`src/rtl/pci_tgt_pkg.sv`:
```
package pci_tgt_pkg;
  typedef enum logic [1:0] {
    ST_IDLE = 2'd0,
    ST_TURN = 2'd1,
    ST_DATA = 2'd2
  } tgt_state_e;

  localparam logic [3:0] CMD_MEM_RD = 4'b0110;
  localparam logic [1:0] BURST_LINEAR = 2'b00;
endpackage

```
`src/rtl/pci_tgt_decode.sv`:
```
module pci_tgt_decode
  import pci_tgt_pkg::*;
#(
  parameter int          AW        = 32,
  parameter int          BEW       = 4,
  parameter int          WIN_BYTES = 64,
  parameter logic [31:0] BASE_ADDR = 32'h0000_1000,
  localparam int         OFS_W     = $clog2(WIN_BYTES),
  localparam int         BYTE_W    = $clog2(BEW),
  localparam int         IDX_W     = OFS_W - BYTE_W
) (
  input  logic [AW-1:0]    ad_i,
  input  logic [BEW-1:0]   cmd_i,
  output logic             hit_o,
  output logic [IDX_W-1:0] idx_o
);
  logic cmd_ok, base_ok, align_ok;

  assign cmd_ok   = (cmd_i == BEW'(CMD_MEM_RD));
  assign base_ok  = (ad_i[AW-1:OFS_W] == BASE_ADDR[AW-1:OFS_W]);
  assign align_ok = (ad_i[BYTE_W-1:0] == BYTE_W'(BURST_LINEAR));
  assign hit_o    = cmd_ok && base_ok && align_ok;
  assign idx_o    = ad_i[OFS_W-1:BYTE_W];
endmodule

```
`src/rtl/pci_tgt_fsm.sv`:
```
module pci_tgt_fsm
  import pci_tgt_pkg::*;
(
  input  logic clk_i,
  input  logic rst_ni,
  input  logic frame_ni,
  input  logic irdy_ni,
  input  logic hit_i,
  output logic start_o,
  output logic load_o,
  output logic xfer_o,
  output logic devsel_no,
  output logic trdy_no,
  output logic oe_o
);
  tgt_state_e state_q, state_d;
  logic       frame_q;

  // address phase: first low frame after an idle edge
  assign start_o = (state_q == ST_IDLE) && !frame_ni && frame_q;
  assign load_o  = start_o && hit_i;
  assign xfer_o  = (state_q == ST_DATA) && !irdy_ni;

  always_comb begin
    state_d = state_q;
    unique case (state_q)
      ST_IDLE: if (load_o) state_d = ST_TURN;
      ST_TURN: state_d = ST_DATA;
      ST_DATA: if (xfer_o && frame_ni) state_d = ST_IDLE;
      default: state_d = ST_IDLE;
    endcase
  end

  always_ff @(posedge clk_i or negedge rst_ni) begin
    if (!rst_ni) begin
      state_q <= ST_IDLE;
      frame_q <= 1'b1;
    end else begin
      state_q <= state_d;
      frame_q <= frame_ni;
    end
  end

  assign devsel_no = (state_q == ST_IDLE);
  assign trdy_no   = (state_q != ST_DATA);
  assign oe_o      = (state_q == ST_DATA);

  // turnaround is followed by the first data cycle
  p_turn_to_data_r4: assert property (@(posedge clk_i) disable iff (!rst_ni)
    $fell(devsel_no) |=> !trdy_no && oe_o);

  // a wait state keeps the target in its data phases
  p_wait_holds_r6: assert property (@(posedge clk_i) disable iff (!rst_ni)
    (!trdy_no && irdy_ni) |=> !trdy_no && !devsel_no);

  // final phase releases every strobe
  p_final_release_r9: assert property (@(posedge clk_i) disable iff (!rst_ni)
    (!trdy_no && !irdy_ni && frame_ni) |=> devsel_no && trdy_no && !oe_o);
endmodule

```
`src/rtl/pci_tgt_rdata.sv`:
```
module pci_tgt_rdata #(
  parameter int  DW    = 32,
  parameter int  WORDS = 16,
  localparam int BEW   = DW / 8,
  localparam int IDX_W = $clog2(WORDS)
) (
  input  logic                clk_i,
  input  logic                rst_ni,
  input  logic                load_i,
  input  logic [IDX_W-1:0]    start_idx_i,
  input  logic                xfer_i,
  input  logic                oe_i,
  input  logic [BEW-1:0]      be_ni,
  input  logic [WORDS*DW-1:0] bank_i,
  output logic [DW-1:0]       ad_o
);
  logic [IDX_W-1:0] idx_q;
  logic [DW-1:0]    word;

  always_ff @(posedge clk_i or negedge rst_ni) begin
    if (!rst_ni)     idx_q <= '0;
    else if (load_i) idx_q <= start_idx_i;
    else if (xfer_i) idx_q <= idx_q + 1'b1; // wraps inside the window
  end

  assign word = bank_i[int'(idx_q)*DW +: DW];

  for (genvar b = 0; b < BEW; b++) begin : g_lane
    assign ad_o[b*8 +: 8] = (oe_i && !be_ni[b]) ? word[b*8 +: 8] : 8'h00;
  end

  // the index only moves on load or completed phase
  p_hold_idx_r6: assert property (@(posedge clk_i) disable iff (!rst_ni)
    (!load_i && !xfer_i) |=> $stable(idx_q));

  // wrap from the last word to word 0
  p_wrap_r7: assert property (@(posedge clk_i) disable iff (!rst_ni)
    (xfer_i && !load_i && (&idx_q)) |=> (idx_q == '0));
endmodule

```
`src/rtl/pci_rd_target.sv`:
```
module pci_rd_target
  import pci_tgt_pkg::*;
#(
  parameter int          DW        = 32,
  parameter int          WIN_BYTES = 64,
  parameter logic [31:0] BASE_ADDR = 32'h0000_1000,
  localparam int         BEW       = DW / 8,
  localparam int         WORDS     = WIN_BYTES / BEW,
  localparam int         IDX_W     = $clog2(WORDS)
) (
  input  logic                clk_i,
  input  logic                rst_ni,
  input  logic                frame_ni,
  input  logic                irdy_ni,
  input  logic [DW-1:0]       ad_i,
  input  logic [BEW-1:0]      cbe_ni,
  input  logic [WORDS*DW-1:0] bank_i,
  output logic                devsel_no,
  output logic                trdy_no,
  output logic [DW-1:0]       ad_o,
  output logic                ad_oe_o
);
  logic             hit, start, load, xfer, oe;
  logic [IDX_W-1:0] start_idx;

  pci_tgt_decode #(
    .AW(DW), .BEW(BEW), .WIN_BYTES(WIN_BYTES), .BASE_ADDR(BASE_ADDR)
  ) i_decode (
    .ad_i  (ad_i),
    .cmd_i (cbe_ni),
    .hit_o (hit),
    .idx_o (start_idx)
  );

  pci_tgt_fsm i_fsm (
    .clk_i     (clk_i),
    .rst_ni    (rst_ni),
    .frame_ni  (frame_ni),
    .irdy_ni   (irdy_ni),
    .hit_i     (hit),
    .start_o   (start),
    .load_o    (load),
    .xfer_o    (xfer),
    .devsel_no (devsel_no),
    .trdy_no   (trdy_no),
    .oe_o      (oe)
  );

  pci_tgt_rdata #(.DW(DW), .WORDS(WORDS)) i_rdata (
    .clk_i       (clk_i),
    .rst_ni      (rst_ni),
    .load_i      (load),
    .start_idx_i (start_idx),
    .xfer_i      (xfer),
    .oe_i        (oe),
    .be_ni       (cbe_ni),
    .bank_i      (bank_i),
    .ad_o        (ad_o)
  );

  assign ad_oe_o = oe;

  // a rejected address phase leaves the bus unclaimed
  p_miss_no_claim_r3: assert property (@(posedge clk_i) disable iff (!rst_ni)
    (start && !hit) |=> devsel_no && trdy_no);
endmodule

```
`config.mk`:
```
export PLATFORM = sky130hd
export DESIGN_NAME = pci_rd_target
export DESIGN_NICKNAME = d
export VERILOG_FILES = /design/src/rtl/pci_tgt_pkg.sv /design/src/rtl/pci_tgt_decode.sv /design/src/rtl/pci_tgt_fsm.sv /design/src/rtl/pci_tgt_rdata.sv /design/src/rtl/pci_rd_target.sv
export SDC_FILE = /design/constraint.sdc
export NUM_CORES = 1
export LEC_CHECK = 0
export ABC_AREA = 1
export BUFFER_PORTS_ARGS = -buffer_cell sky130_fd_sc_hd__buf_2
export CAP_MARGIN = 40
export CORE_AREA = 3 3 226 228
export DETAILED_ROUTE_END_ITERATION = 7
export DIE_AREA = 0 0 229 231
export GPL_TIMING_DRIVEN = 0
export PLACE_DENSITY = 0.37
export SLEW_MARGIN = 10
export SYNTH_ARGS = -nofsm -noshare
export SYNTH_HDL_FRONTEND = slang
export SYNTH_HIERARCHICAL = 1
export SYNTH_SLANG_ARGS = --single-unit
```
`constraint.sdc`:
```
create_clock -name clk_i -period 4 [get_ports clk_i]
set_input_delay 0.8 -clock clk_i [delete_from_list [all_inputs] [get_ports clk_i]]
set_output_delay 0.8 -clock clk_i [all_outputs]
set_load 0.01 [all_outputs]
```
# [Word-level counts from Yosys, hierarchy flattened]
# Index checks and enable logic that the tools add are counted.
[op_classes] add_sub_neg=1 n_reduce_logical=21 n_eq_ne=7 n_shift=1 muxes=9
[ops] op="512-bit by 10-bit variable part select with 32-bit output" count=1
[ops] op="8-bit two-way mux" count=4
[ops] op="26-bit by 7-bit == test with 1-bit output, second input constant" count=1
[ops] op="1-bit logical AND" count=11
[ops] op="4-bit two-way mux" count=2
[ops] op="1-bit logical NOT" count=6
[ops] op="2-bit case mux with 3 select lines" count=1
[ops] op="4-bit by 1-bit adder with 4-bit output, second input constant" count=1
[ops] op="4-bit by 3-bit == test with 1-bit output, second input constant" count=1
[ops] op="2-bit logical NOT" count=2
[ops] op="2-bit two-way mux" count=2
[ops] op="2-bit inequality test, second input constant" count=2
[ops] op="2-bit by 1-bit == test with 1-bit output, second input constant" count=1
[ops] op="2-bit == test, second input constant" count=1
[ops] op="2-bit by 1-bit inequality test with 1-bit output, second input constant" count=1
[ops] op="2-bit AND reduction" count=1
[ops] op="2-bit nonzero test" count=1
[word_totals] reg_bits=7 elab_cells=42

# [Depth between registers and ports, before layout]
# Gate-level depths: netlist of run 1.
[logic_depth] word_depth=6 mapped_depth=11 ltp_nobuf=11

# [Modules after synthesis]
# Netlist of run 1, hierarchy kept.
[modules_own_cells] module="pci_tgt_rdata" instances=1 cells_each=1517 area_each_um2=6486.2
[modules_own_cells] module="pci_tgt_decode" instances=1 cells_each=38 area_each_um2=157.7
[modules_own_cells] module="pci_tgt_fsm" instances=1 cells_each=20 area_each_um2=147.6

# [Least setup slack after synthesis of run 1]
# No wires, ideal clock.
[synth_timing] path_type="reg-to-output" start="reg i_rdata.idx_q[0]" end="out ad_o[14]" path_stages_with_launch=11 setup_slack_ns=1.855 arrival_ns=1.345 t_required_ns=3.200 n_path_buf=3 path_cell_list="dfrtp_1 buf_6 inv_4 buf_6 buf_4 nand2_1 nand2_1 nand2_1 nand3_1 nand3_1 a21oi_1"
[synth_between] elab_chain_cells=2
[synth_lines] element="from (decl)" line="pci_tgt_rdata.sv:17" text="logic [IDX_W-1:0] idx_q;"
[synth_lines] element="from (signal assigned)" line="pci_tgt_rdata.sv:22" text="else if (load_i) idx_q <= start_idx_i;"
[synth_lines] element="from (signal assigned)" line="pci_tgt_rdata.sv:23" text="else if (xfer_i) idx_q <= idx_q + 1'b1;"
[synth_lines] element="512-bit by 10-bit variable part select with 32-bit output" line="pci_tgt_rdata.sv:26" text="assign word = bank_i[int'(idx_q)*DW +: DW];"
[synth_lines] element="8-bit two-way mux" line="pci_tgt_rdata.sv:29" text="assign ad_o[b*8 +: 8] = (oe_i && !be_ni[b]) ? word[b*8 +: 8] : 8'h00;"
[synth_lines] element="to (decl)" line="pci_rd_target.sv:20" text="output logic [DW-1:0] ad_o,"
# No other way between the ends.

# [Final worst setup path of run 1]
[layout_timing] start="reg i_rdata.idx_q[1]" end="out ad_o[31]"
# The elaborated chain is that of the path after synthesis.

==> results by group, run 1 <==
Die
  – Die Y: approximately 230 µm
  – Starting Density: 0.1384
  – # rows: 81
  – I/O Pins: 587
  – Core outline area: around 50000 µm²
  – Die ar.: approximately 53000 µm²
  – Die width: approximately 230 µm

Route
  – TritonRoute pass-1 iters: 5
  – DR WL/cell: around 21 µm
  – Final WL: ~60 mm
  – Vias per inst: between 4 and 5
  – Post-route antenna net violation count: 0
  – DR vias: approximately 12000
  – 1st-iter DRT viols: around 700
  – DR DRC count: 0

Critical path
  – Worst endpoint required time: 3.20 ns
  – Crit end category: output pin
  – Critical path launch point type: register
  – Worst setup path category: register to output pin
  – Data arrival, critical path: between 2 and 3 ns
  – Peak fanout along the critical path: 10

Placement
  – Final GP Congestion: between 0.8 and 0.9
  – IO Port Bufs: 582
  – Post-DP HPWL: 51.77 mm
  – Placed Cells: approximately 2800
  – Place WS: between 0.6 and 0.7 ns

Logic synthesis
  – Post-Syn Area: just under 7000 µm²
  – Synthesized area per cell: roughly 4.3 µm²
  – Mapped Nets: 2127
  – Yosys warning total: 6
  – Synth Instances: 1574

Timing
  – Worst setup margin: between 0.5 and 0.6 ns
  – Tcrit/Tclk final: 0.8639
  – Slew margin rel.: 0.4673
  – Setup TNS: 0 ns
  – RSZ-0062 raised after global routing: false
  – Fin crit period: about 3.5 ns
  – Final hold violation count: 0
  – Peak Freq: around 290 MHz
  – Final clock skew: roughly 0.0036 ns
  – Final Setup Violations: 0
  – Slew Viols, Final: 0
  – Measured slew at the worst slew-check pin: 0.7991 ns

CTS
  – Clock Latency Late Sink: ~0.23 ns
  – Hold buffer count at CTS: 0
  – TritonCTS buffer count: 3
  – Sink Count: 7
  – Clock transition at path regs: 0.04 ns
  – Post_cts resized: 0
  – Post-CTS Setup Inserts: 0
  – Clock root buffer: clkbuf_16
  – CTS H-tree lvls: 1
  – Max Root-Sink Buffers: 2
  – CTS tree: done

Power and ir drop
  – Switching pwr: slightly above 3 mW
  – Pint: approximately 1.5 mW
  – Seq pwr share: 0.025
  – Static Leak: around 7.1 nW
  – Comb power frac: 0.938
  – Pwr dens: roughly 430 nW/µm²
  – Maximum vdd drop: 0.1858 mV
  – Switching Fraction: 0.6696
  – Clock share of power: 0.037

Cells and area
  – Non-Filler Instances: roughly 2800
  – Nets: 2716
  – Fraction of layout cells with a size suffix above 1: 0.3154
  – Filler cells: ~6100
  – Synthesis-to-finish area growth: 56.90%

Global route
  – Met3 GRT Util: 0.03406
  – Antenna violations before repair: 12
  – Aggregate global routing overflow: 0
  – Met2 Use GR: 0.3956
  – GR peak layer: met2
  – GR Util met1: 0.2639
  – First-pass GRT wire length: ~83 mm
  – Largest net degree at the start of global routing: 11
  – Vias in the first global route: between 10000 and 15000
  – Overall Global Routing Usage: 0.2147

Min path
  – Hold crit path type: primary input to asynchronous set/reset pin

Job
  – # Max-Cap Violations: 0

Outcome
  – Outcome: complete, no violations
==> metal layers <==
layer  up-vias  part of all wire
li1       5891                 -
met1      5401              0.42
met2       513              0.50
met3        50             0.061
met4         6             0.020
met5         -           0.00057
==> state kept, by name (all words and copies together), names as in the netlist <==
name,count
i_fsm/frame_q,1
i_fsm/state_q,2
i_rdata/idx_q,4
==> power groups by stage <==
stage               Clock (mW)  Combinational (mW)  Sequential [mW]
finish                   0.171                4.29            0.113
global route             0.176                4.72            0.115
CTS                      0.172                4.39            0.119
detailed placement           0                4.38            0.120
global placement             0                4.35            0.116
floorplan                    0                2.41           0.0963
==> cell type report <==
| type | count | area, µm² | area share |
|---|---|---|---|
| multi-input combinational | 1182 | 4922 | 0.4622 |
| clock buffer | 4 | 78.83 | 0.007401 |
| tap | 664 | 830.8 | 0.07801 |
| timing repair buffer | 584 | 2935 | 0.2756 |
| sequential | 7 | 176.4 | 0.01656 |
| antenna | 7 | 17.52 | 0.001645 |
| buffer | 110 | 654.4 | 0.06144 |
| inverter | 275 | 1035 | 0.09716 |
==> critical path, cell delays in order, from the launching register on <==
cell      delay (ns)
dfrtp_1         0.48
buf_2           0.38
clkbuf_1        0.65
nand2_1         0.11
nand3_1         0.18
nand3_1         0.17
a21oi_1         0.23
buf_2           0.20
==> final timing paths <==
check / startpoint / endpoint / slack, ns / cells after the start
max: i_rdata/idx_q[1] / ad_o[31] / 0.54 / 7
max reg2reg: i_rdata/idx_q[2] / i_rdata/idx_q[2] / 2.08 / 4
min reg2reg: i_fsm/state_q[0] / i_fsm/state_q[1] / 0.55 / 2
max in group asynchronous: rst_ni / i_fsm/frame_q / 3.34 / 1
min in group clk_i: i_fsm/state_q[0] / i_fsm/state_q[1] / 0.55 / 2
min: rst_ni / i_fsm/state_q[1] / 0.41 / 1
==> through the flow <==
stage          instance area, µm²  power [mW]    util  hold WS, ns
2_1_floorplan                6788       2.511       -       0.5044
3_3_place_gp                10530       4.470  0.2147       0.5278
3_5_place_dp                10550       4.498  0.2152       0.5276
4_1_cts                     10630       4.686  0.2168       0.4178
5_1_grt                     10650       5.013  0.2171       0.4233
6_report                    10650       4.571  0.2171       0.4136
==> cells in the final DEF (no fill, tap or decap), drive strengths merged <==
cell and n:
a21oi 32, a22oi 1, buf 682, clkbuf 16, dfrtp 6, dfstp 1, diode 7, ha 1
inv 275, nand2 792, nand3 321, nor2 29, o211ai 2, o21ai 1, o221ai 1, xnor2 1
xor2 1
Note: power is estimated with default switching activity, not from simulation.
==> run 2: changes to the inputs <==
--- a/config.mk
+++ b/config.mk
@@ -13,6 +13,7 @@
 export DIE_AREA = 0 0 229 231
 export GPL_TIMING_DRIVEN = 0
 export PLACE_DENSITY = 0.37
+export REMOVE_ABC_BUFFERS = 1
 export SLEW_MARGIN = 10
 export SYNTH_ARGS = -nofsm -noshare
 export SYNTH_HDL_FRONTEND = slang
==> results by group, run 2 (synthesis gave the netlist of run 1 again) <==
Timing
  – Tcrit/Tclk final: 0.9248
  – Peak Freq: between 200 and 300 MHz
  – Slew margin rel.: 0.5206
  – Final hold violation count: 0
  – Final Setup Violations: 0
  – Slew Viols, Final: 0
  – Final clock skew: approximately 0.00090 ns
  – Hold slack: around 0.4 ns
  – Measured slew at the worst slew-check pin: approximately 0.7 ns
  – Setup TNS: 0 ns
  – Fin crit period: 3.699 ns
  – RSZ-0062 raised after global routing: false

Die
  – # rows: 81
  – Die Y: roughly 230 µm
  – Die ar.: ~53000 µm²
  – I/O Pins: 587
  – Die width: approximately 230 µm
  – Starting Density: 0.1384
  – Core outline area: between 40000 and 50000 µm²

Cells and area
  – Reg with most FFs: i_rdata/idx_q
  – Most frequent cells in the layout: nand2_1 (792), buf_2 (586), nand3_1 (321), inv_1 (269), a21oi_1 (32)
  – Filler cells: between 6000 and 7000
  – Max reg flops: 4
  – Fraction of layout cells with a size suffix above 1: 0.2973
  – Nets: ~2600
  – Most common cell after layout, fill and taps aside: nand2_1
  – Biggest registers after layout: i_rdata/idx_q (4), i_fsm/state_q (2), i_fsm/frame_q (1)
  – Synthesis-to-finish area growth: 51.76%
  – Design area: a little over 10000 µm²
  – Fin util: 0.2100

CTS
  – CTS H-tree lvls: 1
  – Clock transition at path regs: 0.04 ns
  – Clock Latency Late Sink: between 0.2 and 0.25 ns
  – Post-CTS Setup Inserts: 0
  – TritonCTS buffer count: 3
  – CTS tree: done
  – Hold buffer count at CTS: 0
  – Clock root buffer: clkbuf_16
  – Post_cts resized: 0
  – Max Root-Sink Buffers: 2
  – Sink Count: 7

Placement
  – IO Port Bufs: a little under 600
  – Placed inst area: between 10000 and 15000 µm²
  – Post-DP HPWL: between 30 and 40 mm
  – Final GP Congestion: around 0.86

Route
  – Final WL: between 30 and 40 mm
  – DR vias: 10950
  – DR DRC count: 0
  – Vias per inst: around 4
  – TritonRoute pass-1 iters: 5
  – 1st-iter DRT viols: around 560
  – Post-route antenna net violation count: 0
  – DR WL/cell: around 14 µm

Critical path
  – Worst setup path category: register to output pin
  – Peak fanout along the critical path: between 150 and 200
  – Crit end category: output pin
  – Worst endpoint required time: between 3 and 4 ns
  – Data arrival, critical path: ~2.9 ns
  – Critical path launch point type: register

Power and ir drop
  – Pint: 1.403 mW
  – Seq pwr share: 0.069
  – Maximum vdd drop: just over 0.3 mV
  – Total Power: ~3.7 mW
  – Comb power frac: 0.884
  – Static Leak: 6.774 nW
  – Pwr dens: between 300 and 400 nW/µm²
  – Switching pwr: 2.278 mW
  – Switching Fraction: 0.6188
  – Clock share of power: 0.047

Global route
  – Aggregate global routing overflow: 0
  – First-pass GRT wire length: 58.79 mm
  – Vias in the first global route: around 11000
  – Antenna violations before repair: 7
  – Overall Global Routing Usage: 0.1360
  – Largest net degree at the start of global routing: around 160

Job
  – # Max-Cap Violations: 0

Outcome
  – Outcome: complete, no violations

Min path
  – Hold crit path type: primary input to asynchronous set/reset pin
run 2: cell types whose count changed in the layout (fill, tap and decap cells not counted), sizes merged:
cell and delta:
buf -85, clkbuf -12, diode -1
run 2: worst paths after layout:
kind	slack [ns]	cells past startpoint	endpoint	from
min in group clk_i	0.53	2	i_fsm/state_q[1]	i_fsm/state_q[0]
max in group asynchronous	3.37	1	i_fsm/frame_q	rst_ni
worst max register to register	2.00	3	i_rdata/idx_q[0]	i_rdata/idx_q[0]
worst max-delay path	0.30	8	ad_o[13]	i_rdata/idx_q[0]
worst min-delay path	0.40	1	i_fsm/state_q[0]	rst_ni
worst min register to register	0.53	2	i_fsm/state_q[1]	i_fsm/state_q[0]
run 2: critical path, cell delays in order (launching register included):
cell     delay [ns]
dfrtp_4        0.70
inv_12         0.38
buf_16         0.45
nand2_1        0.12
nand3_1        0.10
nand3_1        0.21
nand3_1        0.22
a21oi_1        0.09
buf_2          0.17
run 2: power groups by stage:
stage	Clock (mW)	Combinational [mW]	Sequential, mW
after detailed placement	0	3.31	0.263
after floorplan	0	1.99	0.407
after global routing	0.180	3.71	0.270
after CTS	0.174	3.33	0.262
after global placement	0	3.13	0.686
final	0.172	3.25	0.255
run 2: layout make-up:
class / count / area [µm²] / share of cell area
Antenna cell: 6 / 15.01 / 0.001458
Clock buffer: 4 / 78.83 / 0.007652
Inverter: 275 / 1052 / 0.1022
Multi-Input combinational cell: 1182 / 4922 / 0.4778
Sequential cell: 7 / 188.9 / 0.01834
Tap cell: 664 / 830.8 / 0.08065
Timing Repair Buffer: 597 / 3213 / 0.3119
run 2: per-stage QoR:
stage / cells / setup slack (ns)
2_1_floorplan: 1464 / -4.267
6_report: 2735 / 0.3008
3_5_place_dp: 2725 / 0.4361
5_1_grt: 2734 / 0.008682
4_1_cts: 2729 / 0.2183
3_3_place_gp: 2714 / -9.869
run 2: metal layers:
metal | global-route usage | up-vias | part of all wire
met5 | 0 | - | 0.00033
li1 | - | 5695 | -
met4 | 0.01588 | 2 | 0.0097
met3 | 0.02036 | 24 | 0.064
met1 | 0.1700 | 4843 | 0.43
met2 | 0.2527 | 383 | 0.50
